[src/rtl/phy_led_pkg.sv]
package phy_led_pkg;
    localparam int NUM_LEDS = 4;
    localparam int NUM_REGS = 2 + 2 * NUM_LEDS;
    localparam int CFG_W    = 8;

    typedef enum logic [1:0] {
        SPD_10M  = 2'd0,
        SPD_100M = 2'd1,
        SPD_1G   = 2'd2,
        SPD_NONE = 2'd3
    } link_speed_e;

    typedef struct packed {
        logic [1:0] speed;
        logic       link_up;
        logic       pwr_down;
        logic       eee;
        logic       aneg;
        logic       selftest;
        logic       cdiag;
        logic       test;
    } phy_status_t;

    // Per-LED selector: codes 1..7 are a speed set, 8..12 a status, others never.
    function automatic logic led_cond(input logic [3:0] code, input phy_status_t s);
        logic lk10, lk100, lk1g;
        lk10  = s.link_up && (s.speed == SPD_10M);
        lk100 = s.link_up && (s.speed == SPD_100M);
        lk1g  = s.link_up && (s.speed == SPD_1G);
        if (!code[3])
            return (code[0] && lk10) || (code[1] && lk100) || (code[2] && lk1g);
        case (code[2:0])
            3'd0:    return s.pwr_down;
            3'd1:    return s.eee;
            3'd2:    return s.aneg;
            3'd3:    return s.selftest;
            3'd4:    return s.cdiag;
            default: return 1'b0;
        endcase
    endfunction

    // Global 3-bit condition used by scan, inverse scan and complex blink.
    function automatic logic cplx_cond(input logic [2:0] code, input phy_status_t s);
        case (code)
            3'd1:    return s.link_up;
            3'd2:    return s.pwr_down;
            3'd3:    return s.eee;
            3'd4:    return s.aneg;
            3'd5:    return s.selftest;
            3'd6:    return s.cdiag;
            3'd7:    return s.test;
            default: return 1'b0;
        endcase
    endfunction

    function automatic logic [CFG_W-1:0] reg_reset(input int idx);
        case (idx)
            0:       return 8'hC5;
            1:       return 8'h67;
            2:       return 8'h70;
            3:       return 8'h03;
            4:       return 8'h20;
            6:       return 8'h40;
            8:       return 8'h40;
            9:       return 8'h20;
            default: return 8'h00;
        endcase
    endfunction

    function automatic logic [CFG_W-1:0] reg_wmask(input int idx);
        case (idx)
            0:       return 8'hF7;
            1:       return 8'h77;
            default: return 8'hFF;
        endcase
    endfunction
endpackage

[src/rtl/phy_led_regs.sv]
module phy_led_regs
    import phy_led_pkg::*;
#(
    parameter int              ADDR_W    = 9,
    parameter logic [ADDR_W-1:0] BASE_ADDR = 'h1E0
) (
    input  logic                             clk,
    input  logic                             rst_n,
    input  logic                             reg_we,
    input  logic [ADDR_W-1:0]                reg_addr,
    input  logic [15:0]                      reg_wdata,
    output logic [15:0]                      reg_rdata,
    output logic [NUM_REGS-1:0][CFG_W-1:0]   cfg_q
);
    localparam int BASE_I = int'(BASE_ADDR);

    int   offs;
    logic in_range;
    logic unused_wdata_hi;

    assign offs            = int'(reg_addr) - BASE_I;
    assign in_range        = (offs >= 0) && (offs < NUM_REGS);
    assign unused_wdata_hi = ^reg_wdata[15:CFG_W];

    always_ff @(posedge clk) begin
        for (int r = 0; r < NUM_REGS; r++) begin
            if (!rst_n)
                cfg_q[r] <= reg_reset(r);
            else if (reg_we && (offs == r))
                cfg_q[r] <= reg_wdata[CFG_W-1:0] & reg_wmask(r);
        end
    end

    always_comb begin
        reg_rdata = '0;
        for (int r = 0; r < NUM_REGS; r++)
            if (offs == r) reg_rdata = {{(16-CFG_W){1'b0}}, cfg_q[r]};
    end

    generate
        for (genvar g = 0; g < NUM_REGS; g++) begin : g_wchk
            // a mapped write lands with reserved bits cleared
            assert_wr_masked_R2: assert property (@(posedge clk) disable iff (!rst_n)
                (reg_we && offs == g) |=> (cfg_q[g] == ($past(reg_wdata[CFG_W-1:0]) & reg_wmask(g))));
        end
    endgenerate

    // an unmapped write leaves every register untouched
    assert_unmapped_stable_R3: assert property (@(posedge clk) disable iff (!rst_n)
        (reg_we && !in_range) |=> $stable(cfg_q));
endmodule

[src/rtl/phy_led_blink.sv]
module phy_led_blink #(
    parameter int TICK_CYCLES = 1_562_500
) (
    input  logic       clk,
    input  logic       rst_n,
    input  logic [1:0] fast_code,
    input  logic [1:0] slow_code,
    output logic       tick,
    output logic       fast_wave,
    output logic       slow_wave
);
    localparam int                PRE_W    = (TICK_CYCLES > 1) ? $clog2(TICK_CYCLES) : 1;
    localparam logic [PRE_W-1:0]  PRE_LAST = PRE_W'(TICK_CYCLES - 1);
    localparam int                RATE_W   = 4;

    logic [PRE_W-1:0]  pre_q;
    logic [RATE_W-1:0] rate_q;

    assign tick = (pre_q == PRE_LAST);

    always_ff @(posedge clk) begin
        if (!rst_n) begin
            pre_q  <= '0;
            rate_q <= '0;
        end else if (tick) begin
            pre_q  <= '0;
            rate_q <= rate_q + RATE_W'(1);
        end else begin
            pre_q  <= pre_q + PRE_W'(1);
        end
    end

    // Code 3 picks bit 0 (fastest), code 0 picks bit 3 (slowest).
    assign fast_wave = rate_q[2'd3 - fast_code];
    assign slow_wave = rate_q[2'd3 - slow_code];

    // the rate counter only moves on a base tick
    assert_rate_hold_R5: assert property (@(posedge clk) disable iff (!rst_n)
        !tick |=> $stable(rate_q));
endmodule

[src/rtl/phy_led_scan.sv]
module phy_led_scan
    import phy_led_pkg::*;
(
    input  logic                clk,
    input  logic                rst_n,
    input  logic                active,
    input  logic                tick,
    output logic [NUM_LEDS-1:0] scan_led
);
    typedef enum logic [1:0] {SCAN_L0, SCAN_L1, SCAN_L2, SCAN_L3} scan_state_e;

    scan_state_e state_q, state_d;

    always_ff @(posedge clk) begin
        if (!rst_n) state_q <= SCAN_L0;
        else        state_q <= state_d;
    end

    always_comb begin
        state_d = state_q;
        if (!active)
            state_d = SCAN_L0;
        else if (tick) begin
            unique case (state_q)
                SCAN_L0: state_d = SCAN_L1;
                SCAN_L1: state_d = SCAN_L2;
                SCAN_L2: state_d = SCAN_L3;
                SCAN_L3: state_d = SCAN_L0;
            endcase
        end
    end

    always_comb begin
        unique case (state_q)
            SCAN_L0: scan_led = 4'b0001;
            SCAN_L1: scan_led = 4'b0010;
            SCAN_L2: scan_led = 4'b0100;
            SCAN_L3: scan_led = 4'b1000;
        endcase
    end

    // a tick while scanning rotates the lit position one place up
    assert_scan_rotate_R11: assert property (@(posedge clk) disable iff (!rst_n)
        (active && tick) |=> (scan_led == $past({scan_led[2:0], scan_led[3]})));
    // leaving the scan always restarts from LED0
    assert_scan_restart_R11: assert property (@(posedge clk) disable iff (!rst_n)
        !active |=> (scan_led == 4'b0001));
endmodule

[src/rtl/phy_led_lane.sv]
module phy_led_lane
    import phy_led_pkg::*;
#(
    parameter int STRETCH_CYCLES = 2_000_000
) (
    input  logic             clk,
    input  logic             rst_n,
    input  logic [CFG_W-1:0] on_fast_cfg,
    input  logic [CFG_W-1:0] slow_pulse_cfg,
    input  phy_status_t      status,
    input  logic [2:0]       events,
    input  logic             fast_wave,
    input  logic             slow_wave,
    output logic             led_o
);
    localparam int                HOLD_W    = (STRETCH_CYCLES > 1) ? $clog2(STRETCH_CYCLES) : 1;
    localparam logic [HOLD_W-1:0] HOLD_LOAD = HOLD_W'(STRETCH_CYCLES - 1);

    typedef enum logic {PULSE_IDLE, PULSE_HOLD} pulse_state_e;

    pulse_state_e      state_q, state_d;
    logic [HOLD_W-1:0] hold_q, hold_d;
    logic              hit;
    logic              unused_rsv;

    assign hit        = |(slow_pulse_cfg[2:0] & events);
    assign unused_rsv = slow_pulse_cfg[3];

    always_ff @(posedge clk) begin
        if (!rst_n) begin
            state_q <= PULSE_IDLE;
            hold_q  <= '0;
        end else begin
            state_q <= state_d;
            hold_q  <= hold_d;
        end
    end

    always_comb begin
        state_d = state_q;
        hold_d  = hold_q;
        unique case (state_q)
            PULSE_IDLE: if (hit) begin
                state_d = PULSE_HOLD;
                hold_d  = HOLD_LOAD;
            end
            PULSE_HOLD: begin
                if (hit)              hold_d  = HOLD_LOAD;
                else if (hold_q == '0) state_d = PULSE_IDLE;
                else                  hold_d  = hold_q - HOLD_W'(1);
            end
        endcase
    end

    always_comb begin
        unique case (state_q)
            PULSE_HOLD: led_o = 1'b0;
            PULSE_IDLE: begin
                if (led_cond(on_fast_cfg[3:0], status))         led_o = fast_wave;
                else if (led_cond(slow_pulse_cfg[7:4], status)) led_o = slow_wave;
                else                                            led_o = led_cond(on_fast_cfg[7:4], status);
            end
        endcase
    end

    // a masked event darkens the lane from the next cycle
    assert_event_dark_R8: assert property (@(posedge clk) disable iff (!rst_n)
        hit |=> !led_o);
    // an exhausted window without a new event releases the lane
    assert_window_end_R8: assert property (@(posedge clk) disable iff (!rst_n)
        (state_q == PULSE_HOLD && hold_q == '0 && !hit) |=> (state_q == PULSE_IDLE));
    // a retrigger restores the full window
    assert_retrigger_R9: assert property (@(posedge clk) disable iff (!rst_n)
        (state_q == PULSE_HOLD && hit) |=> (state_q == PULSE_HOLD && hold_q == HOLD_LOAD));
endmodule

[src/rtl/phy_led_ctrl.sv]
module phy_led_ctrl
    import phy_led_pkg::*;
#(
    parameter int                CLK_HZ         = 50_000_000,
    parameter int                SIM_TICK       = 0,
    parameter int                STRETCH_CYCLES = 2_000_000,
    parameter int                ADDR_W         = 9,
    parameter logic [ADDR_W-1:0] BASE_ADDR      = 'h1E0
) (
    input  logic              clk,
    input  logic              rst_n,
    input  logic [1:0]        link_speed,
    input  logic              link_up,
    input  logic              pwr_down,
    input  logic              eee_mode,
    input  logic              aneg_busy,
    input  logic              selftest_busy,
    input  logic              cdiag_busy,
    input  logic              test_mode,
    input  logic              tx_evt,
    input  logic              rx_evt,
    input  logic              col_evt,
    input  logic              reg_we,
    input  logic [ADDR_W-1:0] reg_addr,
    input  logic [15:0]       reg_wdata,
    output logic [15:0]       reg_rdata,
    output logic [NUM_LEDS-1:0] led
);
    // 32 base ticks per second give a 16 Hz square wave on the fastest bit.
    localparam int TICK_CYCLES = (SIM_TICK != 0) ? SIM_TICK : (CLK_HZ / 32);

    phy_status_t                     status;
    logic [NUM_REGS-1:0][CFG_W-1:0]  cfg;
    logic                            tick, fast_wave, slow_wave;
    logic                            scan_on, cblink_on;
    logic [NUM_LEDS-1:0]             scan_led, lane_led;
    logic [2:0]                      events;

    assign status = '{speed: link_speed, link_up: link_up, pwr_down: pwr_down,
                      eee: eee_mode, aneg: aneg_busy, selftest: selftest_busy,
                      cdiag: cdiag_busy, test: test_mode};
    assign events = {col_evt, rx_evt, tx_evt};

    phy_led_regs #(.ADDR_W(ADDR_W), .BASE_ADDR(BASE_ADDR)) u_regs (
        .clk(clk), .rst_n(rst_n), .reg_we(reg_we), .reg_addr(reg_addr),
        .reg_wdata(reg_wdata), .reg_rdata(reg_rdata), .cfg_q(cfg)
    );

    phy_led_blink #(.TICK_CYCLES(TICK_CYCLES)) u_blink (
        .clk(clk), .rst_n(rst_n), .fast_code(cfg[0][7:6]), .slow_code(cfg[0][5:4]),
        .tick(tick), .fast_wave(fast_wave), .slow_wave(slow_wave)
    );

    assign scan_on   = cplx_cond(cfg[1][6:4], status) && !cplx_cond(cfg[0][2:0], status);
    assign cblink_on = cplx_cond(cfg[1][2:0], status);

    phy_led_scan u_scan (
        .clk(clk), .rst_n(rst_n), .active(scan_on), .tick(tick), .scan_led(scan_led)
    );

    generate
        for (genvar g = 0; g < NUM_LEDS; g++) begin : g_lane
            phy_led_lane #(.STRETCH_CYCLES(STRETCH_CYCLES)) u_lane (
                .clk(clk), .rst_n(rst_n),
                .on_fast_cfg(cfg[2 + 2*g]), .slow_pulse_cfg(cfg[3 + 2*g]),
                .status(status), .events(events),
                .fast_wave(fast_wave), .slow_wave(slow_wave), .led_o(lane_led[g])
            );
            assign led[g] = scan_on ? scan_led[g] : (cblink_on ? fast_wave : lane_led[g]);
        end
    endgenerate

    // while scanning, exactly one LED is lit at the pins
    assert_scan_onehot_R11: assert property (@(posedge clk) disable iff (!rst_n)
        scan_on |-> ($countones(led) == 1));
endmodule

[config.mk]
export PLATFORM = sky130hd
export DESIGN_NAME = phy_led_ctrl
export DESIGN_NICKNAME = d
export VERILOG_FILES = /design/src/rtl/phy_led_pkg.sv /design/src/rtl/phy_led_regs.sv /design/src/rtl/phy_led_blink.sv /design/src/rtl/phy_led_scan.sv /design/src/rtl/phy_led_lane.sv /design/src/rtl/phy_led_ctrl.sv
export SDC_FILE = /design/constraint.sdc
export NUM_CORES = 1
export LEC_CHECK = 0
export CAP_MARGIN = 40
export CORE_ASPECT_RATIO = 0.5
export CORE_MARGIN = 4
export CORE_UTILIZATION = 54
export DETAILED_ROUTE_END_ITERATION = 7
export PLACE_DENSITY = 0.84
export SKIP_LAST_GASP = 1
export SLEW_MARGIN = 20
export SYNTH_ARGS = -nofsm -noshare
export SYNTH_HDL_FRONTEND = slang
export SYNTH_SLANG_ARGS = --single-unit
[constraint.sdc]
create_clock -name clk -period 2.5 [get_ports clk]
set_input_delay 0.5 -clock clk [delete_from_list [all_inputs] [get_ports clk]]
set_output_delay 0.5 -clock clk [all_outputs]
set_load 0.05 [all_outputs]
==> results.json <==
{
  "die-height_microns": 105,
  "path_cells": "mux4_2 -> nand2b_4 -> a21oi_4 -> and3b_2 -> a21oi_2 -> o41ai_4 -> buf_12",
  "max_freq_mhz": 335,
  "synth_area_per_cell_sq_um": 8.32,
  "cpPeakStageDelay_ns": 0.51,
  "gp_congestion": 1.00,
  "dpl.hpwl_microns": 22500,
  "cp_max_fo": 5,
  "vias": 10200,
  "drc": 0,
  "fin_crit_sh": 1.19,
  "io_pins": 60,
  "arrival_ns": 2.49,
  "synthArstFlopShare": 0,
  "wl_per_cell_microns": 19.8,
  "fp.coreArea_sq_mm": 0.0185,
  "synth_top_area_frac": 0.375,
  "wl_microns": 32600,
  "crit_family": "compound AO/OA/AOI/OAI gates",
  "ir_worst_vdd_mv": 0.566,
  "initial_utilization": 0.553,
  "drt_iter0_drc": 977,
  "synth-edff-count": 0,
  "max_slew_margin": 0.508,
  "drv_slew": 0,
  "antenna_left": 0,
  "seq_area_frac_synth": 0.375,
  "netlist-cell-type-count": 71,
  "worstSkewPairLatency_ns": 0.45,
  "cts_tree": "yes",
  "first_pass_iters": 5,
  "grt_pass1_vias": 10200,
  "final_common_cell": "dfxtp_1",
  "report.final.hold_viol_count": 0,
  "endpoint_kind": "primary output",
  "timing.final.crit_period_ns": 2.99,
  "cts-root-buf": "clkbuf_16",
  "tightest_slew_ns": 0.736,
  "power_density_mw_per_mm2": 493,
  "place_area_sq_mm": 0.0121,
  "critPathRequiredTime_ns": 2.00,
  "area_growth_pct": 30.2,
  "final_core_util": 0.720,
  "crit_buf_inv": 1,
  "status": "finished with violations",
  "setup-violations-final": 12,
  "violations": "negative setup slack",
  "rsz0062_at_grt": "yes",
  "cap_violations": 0,
  "final_area_sq_mm": 0.0133,
  "worst-setup-path-type": "flop to primary output",
  "clk_pin_slew_worst_paths_ns": 0.08,
  "worstHoldPathType": "flop to flop",
  "fillCellCount": 1314,
  "grtUsageTotal": 0.303,
  "skew_ns": 0.0111,
  "final_cell_mix": "dfxtp_1 (187), nand2_1 (139), buf_4 (125)",
  "path_depth": 7,
  "syn_area_sq_mm": 0.0102,
  "yosys_register_bits": 192,
  "cts_buffers": 17,
  "cts_hold_buf": 0,
  "worstSetupStartpointType": "flop",
  "antennaDiodeCount": 0,
  "multi_input_area_sq_mm": 0.00662,
  "grt_max_degree": 36,
  "numClockSinks": 192,
  "ctsHtreeMaxLevel": 4,
  "tns_ns": -4.01,
  "dieArea_sq_mm": 0.0214,
  "reg2regPathDepth": 6,
  "drive_gt1_frac": 0.236,
  "p_leak_nw": 5.20,
  "chipWidth_microns": 203,
  "synth_top_area_cell": "dfxtp_1",
  "worst_slack_ns": -0.487,
  "port_buffers": 43,
  "netlist_instances": 1231,
  "rows": 35,
  "synth_flop_cell": "dfxtp_1",
  "yosysWarnings": 0,
  "finalNetCount": 1427,
  "viasPerCell": 6.20,
  "overflow": 0,
  "antenna_found_initial": 0,
  "hold_depth": 1,
  "seq_area_sq_mm": 0.00386,
  "cts_buffer_depth": 2,
  "synth_top_cells_by_area": "dfxtp_1 (38%), mux2i_1 (6.6%), a21oi_1 (6.3%)",
  "critPathSlowestCell": "mux4_2",
  "grt_pass1_wl_microns": 52600
}
## cell usage after synthesis, types with 20 or more instances
| cell type | count |
|---|---|
| dfxtp_1 | 192 |
| nand2_1 | 145 |
| inv_1 | 20 |
| xor2_1 | 43 |
| nor3_1 | 35 |
| mux2i_1 | 68 |
| xnor2_1 | 47 |
| a21oi_1 | 129 |
| clkbuf_1 | 55 |
| nor2_1 | 115 |
| nand3_1 | 66 |
| o21ai_0 | 26 |
## sequential cells by signal, summed over array words and instances (netlist names)
| register | cells |
|---|---|
| u_regs.cfg_q | 77 |
| u_blink.pre_q | 21 |
| g_lane.u_lane.hold_q | 84 |
| g_lane.u_lane.state_q | 4 |
| u_scan.state_q | 2 |
| u_blink.rate_q | 4 |
## worst paths after layout
| check | from | slack (ns) | endpoint |
|---|---|---|---|
| setup / recovery | u_regs.cfg_q[2]$_SDFFE_PN1P_ | -0.49 | led[2] |
| hold / removal | u_blink.pre_q[0]$_SDFF_PP0_ | 0.45 | u_blink.pre_q[0]$_SDFF_PP0_ |
| setup reg to reg | g_lane[2].u_lane.hold_q[2]$_SDFFE_PN0P_ | 0.18 | g_lane[2].u_lane.hold_q[5]$_SDFFE_PN0P_ |
| hold reg to reg | u_blink.pre_q[0]$_SDFF_PP0_ | 0.45 | u_blink.pre_q[0]$_SDFF_PP0_ |
## final cells by class
| cell class | count | area share |
|---|---|---|
| well taps | 259 | 0.0243 |
| clock inverters | 14 | 0.0129 |
| inverters | 21 | 0.00601 |
| clock buffers | 18 | 0.0329 |
| repair buffers | 193 | 0.138 |
| flip-flops and latches | 192 | 0.289 |
| multi-input cells | 951 | 0.496 |
## layer usage
layer	vias to the layer above	track usage	wire length (microns)
li1	4697	-	-
met2	504	0.497	14900
met5	-	0	0
met3	139	0.0615	2980
met1	4884	0.385	13100
met4	0	0.146	1590
## where the power goes
group	internal, mW	leakage, nW	switching (mW)
registers	3.07	1.55	0.0213
clock network	1.53	0.288	1.31
logic	0.264	3.36	0.364
total	4.87	5.20	1.70
## stage by stage
step / setup slack [ns] / hold slack (ns) / cells / power, mW
final: -0.487 / 0.451 / 1648 / 6.57
after global routing: -0.543 / 0.484 / 1648 / 6.74
after CTS: -0.452 / 0.462 / 1640 / 6.55
after detailed placement: -0.905 / 0.448 / 1595 / 3.73
after global placement: -0.841 / 0.423 / 1595 / 3.71
after floorplan: -0.265 / 0.413 / 1238 / 3.47
## worst register-to-register path, stage by stage (launching register included)
cell	delay (ns)
dfxtp_1	0.36
or4_4	0.56
or4b_4	0.56
o21a_1	0.31
nand3_1	0.16
xor2_1	0.18
a21oi_1	0.08
## cell families (layout without fill, tap and decap cells)
kind of cell	after synthesis	after routing	share of synthesized area
simple gates	512	512	0.251
compound gates	236	236	0.140
fa+ha+maj	11	11	0.0134
xor+xnor	90	90	0.0770
flops	192	192	0.375
other cells	1	8	0.000366
buf+inv	95	246	0.0391
mux	94	94	0.104
## timing repair
item,CTS,global route
buffers inserted,15,9
endpoints found under the hold margin,0,0
setup endpoints to repair,48,12
pin swaps,36,23
gates resized for setup,117,25
cloned,1,0
(Power assumes the default switching activity.)
